<file path="config.mk">
export PLATFORM = sky130hd
export DESIGN_NAME = commit_event_unit
export DESIGN_NICKNAME = d
export VERILOG_FILES = /design/src/rtl/cev_pkg.sv /design/src/rtl/cev_ctrl.sv /design/src/rtl/cev_dp.sv /design/src/rtl/commit_event_unit.sv
export SDC_FILE = /design/constraint.sdc
export NUM_CORES = 1
export LEC_CHECK = 0
export BUFFER_PORTS_ARGS = -buffer_cell sky130_fd_sc_hd__buf_2
export CAP_MARGIN = 20
export CORE_ASPECT_RATIO = 1.25
export CORE_MARGIN = 3
export CORE_UTILIZATION = 50
export DETAILED_ROUTE_END_ITERATION = 7
export PLACE_DENSITY = 0.89
export SLEW_MARGIN = 20
export SYNTH_ARGS = -nofsm -noshare
export SYNTH_HDL_FRONTEND = slang
export SYNTH_HIERARCHICAL = 1
export SYNTH_SLANG_ARGS = --single-unit
</file>
<file path="constraint.sdc">
create_clock -name clk -period 4.6 [get_ports clk]
set_input_delay 0.69 -clock clk [delete_from_list [all_inputs] [get_ports clk]]
set_output_delay 0.69 -clock clk [all_outputs]
set_load 0.02 [all_outputs]
</file>
<file path="src/rtl/cev_pkg.sv">
package cev_pkg;
  localparam int VEC_W  = 8;
  localparam int NUM_EV = 13;
  localparam int EV_IDX_W = $clog2(NUM_EV);

  // Priority index of each candidate: lower index wins.
  localparam int EV_HWRST = 0;
  localparam int EV_MCHK  = 1;
  localparam int EV_INIT  = 2;
  localparam int EV_SMI   = 3;
  localparam int EV_SWINT = 4;
  localparam int EV_TRAP  = 5;
  localparam int EV_NMI   = 6;
  localparam int EV_IRQ   = 7;
  localparam int EV_DTLB  = 8;
  localparam int EV_FPE   = 9;
  localparam int EV_ALIGN = 10;
  localparam int EV_ITLB  = 11;
  localparam int EV_ILLOP = 12;

  typedef enum logic [1:0] {PC_CUR, PC_SEQ, PC_NONE} pcSel_e;

  typedef struct packed {
    logic             take;
    logic             ret;
    logic             enWrite;
    logic             enVal;
    pcSel_e           pcSel;
    logic [VEC_W-1:0] vec;
  } strobe_t;

  function automatic logic [VEC_W-1:0] evVector(input int idx, input logic [VEC_W-1:0] swVec);
    case (idx)
      EV_HWRST: return 8'h01;
      EV_MCHK:  return 8'h02;
      EV_INIT:  return 8'h03;
      EV_SMI:   return 8'h04;
      EV_SWINT: return swVec;
      EV_TRAP:  return 8'h05;
      EV_NMI:   return 8'h06;
      EV_IRQ:   return 8'h20;
      EV_DTLB:  return 8'h08;
      EV_FPE:   return 8'h09;
      EV_ALIGN: return 8'h0A;
      EV_ITLB:  return 8'h0B;
      default:  return 8'h0C;
    endcase
  endfunction

  function automatic pcSel_e evPcSel(input int idx);
    if (idx == EV_HWRST || idx == EV_MCHK) return PC_NONE;
    if (idx == EV_SWINT || idx == EV_TRAP) return PC_SEQ;
    return PC_CUR;
  endfunction
endpackage

</file>
<file path="src/rtl/cev_ctrl.sv">
module cev_ctrl
  import cev_pkg::*;
#(
  parameter int NUM = NUM_EV
) (
  input  logic             commitValid,
  input  logic [NUM-1:0]   rawReq,
  input  logic [VEC_W-1:0] softVector,
  input  logic             irqEnable,
  input  logic             pending,
  input  logic             eret,
  input  logic             resumable,
  input  logic             irqEnWe,
  input  logic             irqEnVal,
  output strobe_t          strb
);
  logic [NUM-1:0] gatedReq;

  for (genvar i = 0; i < NUM; i++) begin : gGate
    if (i <= EV_MCHK) begin : gAbort
      assign gatedReq[i] = rawReq[i];
    end else if (i == EV_IRQ) begin : gMask
      assign gatedReq[i] = rawReq[i] & commitValid & irqEnable;
    end else begin : gBoundary
      assign gatedReq[i] = rawReq[i] & commitValid;
    end
  end

  always_comb begin
    int winIdx;
    winIdx = NUM - 1;
    for (int i = NUM - 1; i >= 0; i--) begin
      if (gatedReq[i]) winIdx = i;
    end
    strb.take    = (|gatedReq) & ~pending;
    strb.ret     = ~(|gatedReq) & ~pending & eret & resumable;
    strb.enWrite = irqEnWe & ~strb.take & ~strb.ret;
    strb.enVal   = irqEnVal;
    strb.pcSel   = evPcSel(winIdx);
    strb.vec     = evVector(winIdx, softVector);
  end
endmodule

</file>
<file path="src/rtl/cev_dp.sv">
module cev_dp
  import cev_pkg::*;
#(
  parameter int PC_W       = 32,
  parameter int VEC_SHIFT  = 4,
  parameter int INSN_BYTES = 4
) (
  input  logic             clk,
  input  logic             rst,
  input  strobe_t          strb,
  input  logic [PC_W-1:0]  commitPc,
  input  logic             commitTaken,
  input  logic [PC_W-1:0]  commitTarget,
  input  logic [PC_W-1:0]  handlerBase,
  output logic             flushQ,
  output logic             redirQ,
  output logic [PC_W-1:0]  redirPcQ,
  output logic [VEC_W-1:0] causeQ,
  output logic [PC_W-1:0]  savedPcQ,
  output logic             resumableQ,
  output logic             irqEnQ
);
  logic            savedEnQ;
  logic [PC_W-1:0] seqPc;
  logic [PC_W-1:0] handlerPc;

  assign seqPc     = commitTaken ? commitTarget : commitPc + PC_W'(INSN_BYTES);
  assign handlerPc = handlerBase + (PC_W'(strb.vec) << VEC_SHIFT);

  always_ff @(posedge clk) begin
    if (rst) begin
      flushQ     <= 1'b0;
      redirQ     <= 1'b0;
      redirPcQ   <= '0;
      causeQ     <= '0;
      savedPcQ   <= '0;
      resumableQ <= 1'b0;
      irqEnQ     <= 1'b0;
      savedEnQ   <= 1'b0;
    end else begin
      flushQ <= strb.take | strb.ret;
      redirQ <= strb.take | strb.ret;
      if (strb.take) begin
        causeQ   <= strb.vec;
        redirPcQ <= handlerPc;
        savedEnQ <= irqEnQ;
        irqEnQ   <= 1'b0;
        case (strb.pcSel)
          PC_CUR: begin
            savedPcQ   <= commitPc;
            resumableQ <= 1'b1;
          end
          PC_SEQ: begin
            savedPcQ   <= seqPc;
            resumableQ <= 1'b1;
          end
          default: resumableQ <= 1'b0;
        endcase
      end else if (strb.ret) begin
        redirPcQ <= savedPcQ;
        irqEnQ   <= savedEnQ;
      end else if (strb.enWrite) begin
        irqEnQ <= strb.enVal;
      end
    end
  end
endmodule

</file>
<file path="src/rtl/commit_event_unit.sv">
module commit_event_unit
  import cev_pkg::*;
#(
  parameter int PC_W      = 32,
  parameter int VEC_SHIFT = 4
) (
  input  logic             clk,
  input  logic             rst,
  input  logic             commitValid,
  input  logic [PC_W-1:0]  commitPc,
  input  logic             commitTaken,
  input  logic [PC_W-1:0]  commitTarget,
  input  logic [PC_W-1:0]  handlerBase,
  input  logic             hwResetReq,
  input  logic             machineCheck,
  input  logic             initReq,
  input  logic             smiReq,
  input  logic             softIntValid,
  input  logic [VEC_W-1:0] softIntVector,
  input  logic             trapReq,
  input  logic             nmiReq,
  input  logic             irqReq,
  input  logic [2:0]       execFault,
  input  logic [1:0]       fetchFault,
  input  logic             eret,
  input  logic             irqEnWe,
  input  logic             irqEnVal,
  output logic             flush,
  output logic             redirect,
  output logic [PC_W-1:0]  redirectPc,
  output logic [VEC_W-1:0] causeVector,
  output logic [PC_W-1:0]  savedPc,
  output logic             resumable,
  output logic             irqEnable
);
  logic [NUM_EV-1:0] rawReq;
  strobe_t           strb;

  assign rawReq = {fetchFault[1], fetchFault[0], execFault[2], execFault[1], execFault[0],
                   irqReq, nmiReq, trapReq, softIntValid, smiReq, initReq,
                   machineCheck, hwResetReq};

  cev_ctrl #(.NUM(NUM_EV)) uCtrl (
    .commitValid (commitValid),
    .rawReq      (rawReq),
    .softVector  (softIntVector),
    .irqEnable   (irqEnable),
    .pending     (redirect),
    .eret        (eret),
    .resumable   (resumable),
    .irqEnWe     (irqEnWe),
    .irqEnVal    (irqEnVal),
    .strb        (strb)
  );

  cev_dp #(.PC_W(PC_W), .VEC_SHIFT(VEC_SHIFT), .INSN_BYTES(4)) uDp (
    .clk          (clk),
    .rst          (rst),
    .strb         (strb),
    .commitPc     (commitPc),
    .commitTaken  (commitTaken),
    .commitTarget (commitTarget),
    .handlerBase  (handlerBase),
    .flushQ       (flush),
    .redirQ       (redirect),
    .redirPcQ     (redirectPc),
    .causeQ       (causeVector),
    .savedPcQ     (savedPc),
    .resumableQ   (resumable),
    .irqEnQ       (irqEnable)
  );
endmodule

</file>
==> results by group, run 1 <==
Timing
  • Rel. slew slack: 34.0%
  • Min cycle time layout: 3.75 ns
  • Peak Freq: approximately 270 MHz
  • Worst slew pin tran: roughly 0.99 ns
  • Final hold violations: 0
  • Finish-stage setup viols: 0
  • Slew Viols, Final: 0
  • Setup TNS: 0 ns
  • Skew final: 0.00487 ns
  • RSZ-0062 raised after global routing: false
  • Final worst path period share: ~80%

Global routing
  • Vias in the first global route: about 5200
  • First-pass GRT wire length: approximately 25000 microns
  • All-layer global routing usage: 28.1%
  • Grt ovf: 0
  • Initial antenna violation count: 0
  • Pin count of the biggest net entering global routing: 54

CTS
  • Worst-Skew Late Latency: between 0.3 and 0.4 ns
  • Max clock buf depth: 2
  • CTS tree: done
  • # resized after CTS: 0
  • Clock root buffer: clkbuf_16
  • Post-CTS setup buffer count: 0
  • H-tree depth: 3
  • TritonCTS Buffers: 9
  • CTS Hold Buffers Added: 0
  • Clk pin slew, worst setup/hold paths: ~0.06 ns
  • CTS Sinks: between 70 and 80

Worst setup path
  • Slowest stage cell, crit path: a31oi_2
  • Reg2reg path depth: 13
  • Crit end category: flop
  • Family with the most delay on the worst path: compound AO/OA/AOI/OAI gates
  • CP max FO: 10
  • Critical R2R Capture: uDp/redirPcQ[30]$_SDFFE_PP0P_
  • Critical path type: primary input to flop
  • Worst path max stage delay: 0.55 ns
  • Worst path cell trace: buf_2 > nor2b_1 > o21ai_0 > a41o_2 > nor2_1 > o21ai_0 > ha_1 > inv_1 > fa_1 > nor2b_1 > o31ai_1 > a31oi_2 > nand3_1 > xor2_1 > a211oi_1
  • WP buf/inv: 2
  • Flop2flop setup slack: 1.08 ns
  • Worst r2r src: uDp/irqEnQ$_SDFFE_PP0P_
  • Worst Path Required: slightly below 5 ns
  • CP Launch Type: primary input
  • Critical path arrival: 3.98 ns

Run
  • Max Cap Violations: 0

Final layout
  • Share of cells above drive strength 1: ~30%
  • Fin util: 65.5%
  • Fill count: ~860
  • Area taken by flip-flops and latches: 1520 sq um
  • Area of the multi-input gates: about 3300 sq um
  • Final nets: 939
  • Area grow syn2layout: 26.7%
  • Commonest non-fill, non-tap cell in the layout: buf_2
  • Ant diodes: 0
  • Most frequent cells in the layout: buf_2, dfxtp_1, nor2_1, a211oi_1, nand2_1

Place
  • Final HPWL DP: roughly 13000 microns
  • Port Buffer Count: about 200
  • RePlAce Congestion: 0.965

Yosys
  • Synth Instances: about 630
  • Post-synth EDFFs: 0
  • Sequential share of the synthesized area: 30.3%
  • Synth warn: 6
  • Cell Area, Synth: between 5000 and 6000 sq um
  • Register bit count reported by yosys: between 70 and 80
  • Synth unique cells: 64
  • Ys flop type: dfxtp_1
  • Average size of a mapped cell: around 8 sq um
  • Synth Net Count: between 700 and 800
  • Asr flop ratio synth: 0%

Floorplanning
  • Num ports: 200
  • Die Span X: 95.6 microns
  • Die Y: 118 microns
  • Die area: ~11000 sq um
  • Core ar.: approximately 9700 sq um
  • Initial core utilization: ~52%
  • Row count: 40

Drt
  • Post-DR vias/cell: roughly 6
  • Router iterations before antenna repair: 5
  • Total number of vias: around 5600
  • DRC violations left: 0
  • Iter 0 DRT Violations: 332
  • Post-Route WL: 16400 microns
  • Average routed wire per standard cell: 17.6 microns
  • ANT nets after route: 0

Power and ir drop
  • Leakage: ~0.0028 uW
  • Cell Pwr Density: between 200 and 300 nW/um^2
  • Max IR drop VDD: about 0.15 mV

Worst hold path
  • Critical hold path startpoint: uDp/savedEnQ$_SDFFE_PP0P_
  • Endpoint, Worst Hold: uDp/irqEnQ$_SDFFE_PP0P_
  • Min-Delay Path Class: flop to flop
  • Hold Path Cell Cnt: 2

Run status
  • Status: completed
area by class of cell:
type	count	share of cell area, %
Tap cell	126	2.48
Clock buffer	13	4.09
Timing Repair Buffer	208	16.7
Sequential cell	76	23.9
Clock inverter	2	0.157
Multi-Input combinational cell	498	51.9
Inverter	12	0.708
layer usage:
layer / vias to the layer above / share of wire [%] / track usage, %
li1: 2692 / - / -
met1: 2590 / 40 / 34.6
met2: 295 / 48 / 47.3
met3: 45 / 8.7 / 4.48
met4: 0 / 3.6 / 12.5
met5: - / 0 / 0
how the worst max path moves through the flow:
stage	startpoint	endpoint	slack, ns	depth (start not counted)
finish	fetchFault[0]	uDp/redirPcQ[30]$_SDFFE_PP0P_	0.85	15
detailed placement	fetchFault[0]	uDp/redirPcQ[28]$_SDFFE_PP0P_	0.54	15
floorplan	softIntValid	uDp/redirPcQ[24]$_SDFFE_PP0P_	1.11	14
CTS	fetchFault[0]	uDp/redirPcQ[14]$_SDFFE_PP0P_	0.90	15
global placement	fetchFault[0]	uDp/redirPcQ[28]$_SDFFE_PP0P_	0.69	15
global route	machineCheck	uDp/redirPcQ[28]$_SDFFE_PP0P_	0.51	15
sequential cells by signal (all words and copies together), names as in the netlist:
name	cells
uDp/redirPcQ	32
uDp/savedPcQ	32
uDp/causeQ	8
uDp/irqEnQ	1
uDp/redirQ	1
uDp/resumableQ	1
uDp/savedEnQ	1
cell families after synthesis:
group | count (synthesis) | share of synthesized area, %
AO/OA/AOI/OAI | 177 | 25.4
XOR/XNOR | 42 | 7.33
adder cells (fa/ha/maj) | 10 | 2.64
buffers and inverters | 54 | 4.19
flip-flops | 76 | 30.3
multiplexers | 28 | 5.58
AND/OR/NAND/NOR | 241 | 24.6
through the flow:
| stage | cells | power (uW) | instance area, sq um | setup WS (ns) | hold slack, ns |
|---|---|---|---|---|---|
| 6_report | 935 | 1820 | 6360 | 0.855 | 0.483 |
| 5_1_grt | 935 | 1900 | 6360 | 0.508 | 0.525 |
| 3_5_place_dp | 920 | 1180 | 6090 | 0.541 | 0.476 |
| 4_1_cts | 935 | 1830 | 6360 | 0.896 | 0.492 |
| 2_1_floorplan | 628 | 1000 | 5020 | 1.11 | 0.454 |
| 3_3_place_gp | 920 | 1170 | 6090 | 0.687 | 0.467 |
cell usage after synthesis (3+ instances only):
library cell	n	share of area, %
dfxtp_1	76	30
nor2_1	73	5.5
a211oi_1	59	8.8
nand2_1	49	3.7
clkbuf_1	38	2.8
mux2i_1	28	5.6
a221oi_1	24	4.2
a21oi_1	23	2.3
nand3_1	23	2.3
nor2b_1	22	2.7
xnor2_1	22	3.8
xor2_1	20	3.5
and3_1	14	1.7
nand4_1	14	1.7
o21ai_0	12	1.2
nor3_1	11	1.1
o21ai_1	11	1.1
inv_1	10	0.75
ha_1	9	2.2
and4_1	7	1.2
a21o_1	6	0.90
o22ai_1	6	0.75
nand2b_1	5	0.62
o211ai_1	5	0.75
o21a_1	5	0.75
o221ai_1	3	0.52
o31ai_1	3	0.45
power breakdown:
part / leakage [uW] / switching, uW / internal [uW]
logic: 0.00200 / 261 / 169
clock network: 0.000135 / 259 / 390
registers: 0.000626 / 35.1 / 708
worst reg2reg max path, stage by stage (launching register included):
cell and delay [ns]:
dfxtp_1 0.35, a32oi_1 0.34, a41o_2 0.34, nor2_1 0.06, o21ai_0 0.23, ha_1 0.21
inv_1 0.05, fa_1 0.39, nor2b_1 0.17, o31ai_1 0.14, a31oi_2 0.55, nand3_1 0.17
xor2_1 0.17, a211oi_1 0.25
(Power assumes the default switching activity.)
==> inputs of run 2 (changes only) <==
ABC_AREA = 1   (was not set)
CORE_UTILIZATION = 47   (was 50)
PLACE_DENSITY = 0.85   (was 0.89)
clock period = 3.09 ns   (was 4.6 ns; I/O delays follow)
==> results by group, run 2 <==
Worst setup path
  • Critical path arrival: 3.18 ns (-0.80 ns)
  • Critical path type: primary input to flop
  • Flop2flop setup slack: 0.19 ns (-0.89 ns)
  • Most frequent CP cell: nand2_1
  • Worst r2r src: uDp/irqEnQ$_SDFFE_PP0P_
  • Worst Path Required: 3.31 ns (-1.53 ns)
  • Crit end category: flop
  • Family with the most delay on the worst path: simple AND/OR/NAND/NOR gates
  • Worst path max stage delay: 0.31 ns (-0.24 ns)
  • Slowest stage cell, crit path: ha_1
  • CP max FO: 12 (+2)
  • Reg2reg path depth: 24 (+11)
  • WP buf/inv: 4 (+2)
  • Critical R2R Capture: uDp/redirPcQ[19]$_SDFFE_PP0P_
  • CP Launch Type: primary input

Yosys
  • Yosys top cell area share: 25.9% (-4.4 points)
  • Register bit count reported by yosys: 76 (unchanged)
  • Synth warn: 6 (unchanged)
  • Synth Instances: 1025 (+63%)
  • Asr flop ratio synth: 0% (unchanged)
  • Ys flop type: dfxtp_1
  • Cell Area, Synth: 5880 sq um (+17%)
  • Count leader, synth: nand2_1
  • Average size of a mapped cell: 5.73 sq um (-28%)
  • Synth Net Count: 1159 (+52%)
  • Sequential share of the synthesized area: 25.9% (-4.4 points)
  • Top cells by count, synth: nand2_1, nor2_1, inv_1
  • Ranking of synthesized cells by area: dfxtp_1, nand2_1, nor2_1
  • Synth unique cells: 47 (-27%)
  • Post-synth top area cell: dfxtp_1
  • Post-synth EDFFs: 0 (unchanged)

Power and ir drop
  • Clk pwr share: 33.3% (-2.3 points)
  • Net Sw Power: 993 uW (+79%)
  • Switching part of the total: 34.2% (+3.7 points)
  • Seq pwr share: 38.4% (-2.4 points)
  • Pint: 1910 uW (+51%)
  • Max IR drop VDD: 0.236 mV (+57%)
  • Cell Pwr Density: 373 nW/um^2 (+30%)
  • Comb power frac: 28.3% (+4.7 points)
  • Leakage: 0.00398 uW (+44%)

Final layout
  • Area of the multi-input gates: 3910 sq um (+19%)
  • Top flop regs: uDp/redirPcQ: 32 flops, uDp/savedPcQ: 32 flops, uDp/causeQ: 8 flops
  • Final nets: 1391 (+48%)
  • Post-Layout Inst Area: 7790 sq um (+23%)
  • Area grow syn2layout: 32.6%
  • Most frequent cells in the layout: nand2_1, buf_2, nor2_1, inv_1, nand3_1
  • Share of cells above drive strength 1: 26.1% (-3.8 points)
  • Fill count: 1192 (+38%)
  • Ant diodes: 0 (unchanged)
  • Area taken by flip-flops and latches: 1520 sq um (about the same)
  • Commonest non-fill, non-tap cell in the layout: nand2_1

Drt
  • DRC violations left: 0 (unchanged)
  • Total number of vias: 7654 (+36%)
  • Average routed wire per standard cell: 15.0 microns (-15%)
  • Iter 0 DRT Violations: 593 (+79%)
  • Post-DR vias/cell: 5.37 (-11%)
  • Router iterations before antenna repair: 7 (+2)
  • ANT nets after route: 0 (unchanged)
  • Post-Route WL: 21400 microns (+30%)

Floorplanning
  • Die Span X: 106 microns (+11%)
  • Core ar.: 12200 sq um (+25%)
  • Die area: 13900 sq um (+23%)
  • Num ports: 200 (unchanged)
  • Row count: 45 (+13%)
  • Die Y: 131 microns (+11%)
  • Initial core utilization: 48.3% (-3.4 points)

Timing
  • RSZ-0062 raised after global routing: true
  • Final worst path period share: 96.0%
  • Rel. slew slack: 54.5% (+20 points)
  • Peak Freq: ~340 MHz
  • Min cycle time layout: slightly below 3 ns
  • Final hold violations: 0 (unchanged)
  • Hold_ws: 0.397 ns (-0.0855 ns)
  • Final worst slack: 0.124 ns (-0.730 ns)
  • Worst slew pin tran: 0.678 ns (-0.312 ns)
  • Skew final: 0.00686 ns (+0.00199 ns)
  • Slew Viols, Final: 0 (unchanged)
  • Setup TNS: 0 ns (unchanged)
  • Finish-stage setup viols: 0 (unchanged)

Worst hold path
  • Critical hold path startpoint: commitTarget[3]
  • Min-Delay Path Class: primary input to flop
  • Endpoint, Worst Hold: uDp/savedPcQ[3]$_SDFFE_PP0P_
  • Hold Path Cell Cnt: 3 (+1)

CTS
  • Clock root buffer: clkbuf_16
  • Worst-Skew Late Latency: 0.34 ns (about the same)
  • TritonCTS Buffers: 9 (unchanged)
  • CTS tree: done
  • CTS Sinks: 76 (unchanged)
  • Clk pin slew, worst setup/hold paths: 0.06 ns (about the same)
  • CTS Hold Buffers Added: 0 (unchanged)
  • Max clock buf depth: 2 (unchanged)
  • H-tree depth: 3 (unchanged)

Place
  • Port Buffer Count: 199 (unchanged)
  • Final HPWL DP: 16500 microns (+31%)
  • RePlAce Congestion: 1.00 (+3.8%)
  • Pre-CTS setup slack: -0.268 ns (-0.808 ns)
  • Post-Place Cell Area: 7360 sq um (+21%)

Global routing
  • Pin count of the biggest net entering global routing: 38 (-30%)
  • First-pass GRT wire length: 33500 microns (+33%)
  • Initial antenna violation count: 0 (unchanged)
  • All-layer global routing usage: 29.7% (+1.6 points)
  • Vias in the first global route: 6950 (+34%)
  • Grt ovf: 0 (unchanged)

Run
  • Max Cap Violations: 0 (unchanged)

Run status
  • Status: completed
[run 2: worst min-delay path: stages]
cell and delay, ns:
buf_2 0.10, nand2_1 0.05, a31oi_1 0.07
[run 2: metrics by stage]
step | utilization [%] | std cells | total power, uW
6_report | 64.1 | 1426 | 2900
5_1_grt | 64.1 | 1426 | 3030
4_1_cts | 62.7 | 1421 | 2880
3_5_place_dp | 60.5 | 1405 | 1920
3_3_place_gp | 60.5 | 1405 | 1910
2_1_floorplan | - | 1025 | 1560
[run 2: how the worst max path moves through the flow]
stage,from,end,cells after the start
after floorplan,commitValid,uDp/redirPcQ[16]$_SDFFE_PP0P_,23
after global placement,commitValid,uDp/redirPcQ[29]$_SDFFE_PP0P_,24
after detailed placement,commitValid,uDp/redirPcQ[29]$_SDFFE_PP0P_,24
after CTS,commitValid,uDp/redirPcQ[29]$_SDFFE_PP0P_,24
after global routing,commitValid,uDp/redirPcQ[19]$_SDFFE_PP0P_,29
final,commitValid,uDp/redirPcQ[19]$_SDFFE_PP0P_,26
[run 2: final cells by class]
class,instances,area share (%)
tap,164,2.63
inverter,108,5.20
clock inverter,6,0.530
timing repair buffer,259,18.9
sequential,76,19.5
multi-input combinational,803,50.2
clock buffer,10,2.94
[run 2: what timing repair did]
item                       CTS  global route
buffers inserted             0             5
setup endpoints to repair    0            23
resized for setup            0            29
[run 2: power by group through the flow]
stage	logic (uW)	registers (uW)	clock network (uW)
3_3_place_gp	779	1130	0
4_1_cts	790	1110	972
5_1_grt	904	1120	1010
3_5_place_dp	786	1130	0
6_report	823	1110	966
2_1_floorplan	352	1210	0
[run 2: kinds of logic (layout without fill, tap and decap cells)]
kind of cell,after synthesis,after routing,synth area share [%]
flip-flops,76,76,25.9
AO/OA/AOI/OAI,177,177,16.8
AND/OR/NAND/NOR,607,607,44.0
adder cells (fa/ha/maj),10,10,2.26
buffers and inverters,146,383,9.69
XOR/XNOR,9,9,1.34
[run 2: metal layers]
metal	vias up	wire [microns]	global-route usage [%]
li1	3799	-	-
met1	3448	8540	37.3
met3	45	1540	2.36
met5	-	0	0
met4	0	715	14.3
met2	362	10600	52.0
==> inputs of run 3 (changes only) <==
CORE_ASPECT_RATIO = not set   (was 1.25)
CORE_UTILIZATION = 46   (was 47)
PLACE_DENSITY = 0.84   (was 0.85)
SYNTH_HIERARCHICAL = not set   (was 1)
==> results by group, run 3 <==
Run status
  • Status: completed

CTS
  • Max clock buf depth: 2 (unchanged)
  • CTS Hold Buffers Added: 0 (unchanged)
  • H-tree depth: 3 (unchanged)
  • Worst-Skew Late Latency: 0.34 ns (about the same)
  • CTS tree: done
  • Clock root buffer: clkbuf_16
  • TritonCTS Buffers: 9 (unchanged)
  • Clk pin slew, worst setup/hold paths: 0.07 ns (about the same)
  • CTS Sinks: 76 (unchanged)

Power and ir drop
  • Seq pwr share: 36.4% (-2.0 points)
  • Comb power frac: 26.9% (-1.4 points)
  • Leakage: 0.00374 uW (-5.9%)
  • Cell Pwr Density: 408 nW/um^2 (+9.6%)
  • Clk pwr share: 36.7% (+3.4 points)
  • Net Sw Power: 1040 uW (+4.6%)
  • Pint: 2010 uW (+5.1%)
  • Switching part of the total: 34.1% (-0.13 points)
  • Max IR drop VDD: 0.246 mV (+4.1%)

Floorplanning
  • Die Span X: 117 microns (+11%)
  • Core ar.: 12100 sq um (-0.82%)
  • Initial core utilization: 47.4% (-0.96 points)
  • Die Y: 117 microns (-10%)
  • Row count: 40 (-11%)
  • Die area: 13800 sq um (-0.70%)
  • Num ports: 200 (unchanged)

Yosys
  • Cell Area, Synth: 5710 sq um (-2.8%)
  • Yosys top cell area share: 26.6% (+0.74 points)
  • Ys flop type: dfxtp_1
  • Ranking of synthesized cells by area: dfxtp_1, nand2_1, a21oi_1
  • Synth Instances: 914 (-11%)
  • Synth warn: 0 (-6)
  • Synth unique cells: 45 (-4.3%)
  • Register bit count reported by yosys: 76 (unchanged)
  • Asr flop ratio synth: 0% (unchanged)
  • Post-synth top area cell: dfxtp_1
  • Post-synth EDFFs: 0 (unchanged)
  • Top cells by count, synth: nand2_1, inv_1, a21oi_1
  • Average size of a mapped cell: 6.25 sq um (+9.0%)
  • Synth Net Count: 1048 (-9.6%)
  • Count leader, synth: nand2_1
  • Sequential share of the synthesized area: 26.6% (+0.74 points)

Global routing
  • Vias in the first global route: 6535 (-6.0%)
  • Pin count of the biggest net entering global routing: 39 (+2.6%)
  • Initial antenna violation count: 0 (unchanged)
  • First-pass GRT wire length: 32200 microns (-3.9%)
  • All-layer global routing usage: 28.4% (-1.3 points)
  • Grt ovf: 0 (unchanged)

Timing
  • Slew Viols, Final: 0 (unchanged)
  • Final worst path period share: 96.3% (+0.28 points)
  • Worst slew pin tran: 0.824 ns (+0.146 ns)
  • Min cycle time layout: 2.97 ns (+0.00861 ns)
  • Peak Freq: 336 MHz (-0.29%)
  • Final hold violations: 0 (unchanged)
  • Skew final: 0.00864 ns (+0.00178 ns)
  • Rel. slew slack: 45.0% (-9.4 points)
  • Finish-stage setup viols: 0 (unchanged)
  • Hold_ws: 0.374 ns (-0.0237 ns)

Final layout
  • Fin util: 61.8% (-2.2 points)
  • Final nets: 1267 (-8.9%)
  • Top flop regs: uDp.redirPcQ: 32 flops, uDp.savedPcQ: 32 flops, uDp.causeQ: 8 flops
  • Area grow syn2layout: 30.6%
  • Commonest non-fill, non-tap cell in the layout: nand2_1
  • Post-Layout Inst Area: 7460 sq um (-4.2%)
  • Fill count: 1150 (-3.5%)
  • Share of cells above drive strength 1: 29.5% (+3.4 points)
  • Most frequent cells in the layout: nand2_1, buf_2, inv_1, a21oi_1, dfxtp_1
  • Ant diodes: 0 (unchanged)

Drt
  • Post-Route WL: 21000 microns (-1.9%)
  • ANT nets after route: 0 (unchanged)
  • Total number of vias: 7168 (-6.3%)
  • Iter 0 DRT Violations: 723 (+22%)
  • Router iterations before antenna repair: 5 (-2)
  • Post-DR vias/cell: 5.49 (+2.3%)
  • DRC violations left: 0 (unchanged)
  • Average routed wire per standard cell: 16.0 microns (+7.1%)

Worst setup path
  • Flop2flop setup slack: 0.12 ns (-0.07 ns)
  • CP Launch Type: flop
  • Worst Path Required: 3.36 ns (+0.05 ns)
  • Crit end category: flop
  • Critical path type: flop to flop
  • Worst setup path startpoint: uDp.irqEnQ$_SDFFE_PP0P_
  • Worst r2r src: uDp.irqEnQ$_SDFFE_PP0P_
  • Critical path arrival: 3.24 ns (+0.06 ns)
  • CP max FO: 7 (-5)

Worst hold path
  • Min-Delay Path Class: primary input to flop
  • Critical hold path startpoint: commitPc[1]

Place
  • RePlAce Congestion: 0.958 (-4.5%)
  • Post-Place Cell Area: 6990 sq um (-4.9%)
  • Port Buffer Count: 199 (unchanged)
  • Final HPWL DP: 15900 microns (-4.1%)

Run
  • Max Cap Violations: 0 (unchanged)
[run 3: cell types whose count changed after synthesis, moves of 6 or more]
cell      previous run  this run
a21oi_1             78        85
nor4_1               0         9
or2_2                0        13
clkbuf_1            25        12
nor2_1             121        52
nand3_1             89        70
inv_1              101        86
o21ai_1              6        17
xor2_1               6        13
o211ai_1             3        18
nand2_1            335       262
buf_6                1         7
[run 3: area by class of cell]
cell class	instances	area, sq um	area share [%]
Multi-Input combinational cell	710	3730	50.0
Timing Repair Buffer	242	1330	17.8
Clock inverter	6	71.3	0.956
Sequential cell	76	1520	20.4
Clock buffer	10	239	3.20
Inverter	94	360	4.83
Tap cell	168	210	2.82
[run 3: what timing repair did]
item,4_1_cts,5_1_grt
endpoints found under the setup margin,0,22
gates resized for setup,0,37
buffers inserted,0,5
[run 3: metal layers]
metal  track usage (%)  part of all wire (%)  wire, microns
met2              45.5                    45           9510
met4              8.80                   1.9            403
met5                 0                     0              0
met1              39.1                    43           8960
met3              5.11                    10           2090
[run 3: kinds of logic after synthesis]
| group | synth area share, % |
|---|---|
| buf+inv | 10.0 |
| flops | 26.6 |
| mux | 0.876 |
| compound gates | 18.8 |
| fa+ha+maj | 2.32 |
| simple gates | 38.6 |
| xor+xnor | 2.76 |
[run 3: final timing paths]
check,to,cells past startpoint
min,uDp.savedPcQ[1]$_SDFFE_PP0P_,3
max,uDp.redirPcQ[28]$_SDFFE_PP0P_,24
min reg2reg,uDp.causeQ[5]$_SDFFE_PP0P_,2
max reg2reg,uDp.redirPcQ[28]$_SDFFE_PP0P_,24
[run 3: metrics by stage]
step,cells,power [uW],setup TNS (ns),setup WS (ns)
floorplan,914,1580,0,0.0155
global placement,1285,1900,-0.586,-0.0928
detailed placement,1285,1900,-1.97,-0.230
CTS,1301,3010,0,0.0522
global route,1306,3160,-0.158,-0.0963
finish,1306,3050,0,0.116
[run 3: worst max-delay path, cell delays in order, from the launching register on]
cell and delay [ns]:
dfxtp_2 0.35, nand3_2 0.10, nand2_1 0.08, nand2_1 0.04, nand2_1 0.05, nand2_1 0.04, nand2_1 0.09, nand2_1 0.09
nand2_2 0.11, nand2_4 0.09, nand2_1 0.07, o21ai_1 0.08, nand2_2 0.09, ha_2 0.17, inv_1 0.06, fa_2 0.39
inv_2 0.07, nand3_1 0.08, nand2_2 0.10, a21o_4 0.15, nand3_2 0.08, or2_2 0.28, nand3_1 0.07, nand2_1 0.05
a21oi_1 0.13
[run 3: power by group through the flow]
stage | Clock (uW) | Sequential (uW) | Combinational, uW
4_1_cts | 1120 | 1110 | 783
6_report | 1120 | 1110 | 820
3_3_place_gp | 0 | 1130 | 768
3_5_place_dp | 0 | 1130 | 776
2_1_floorplan | 0 | 1210 | 371
5_1_grt | 1160 | 1120 | 891
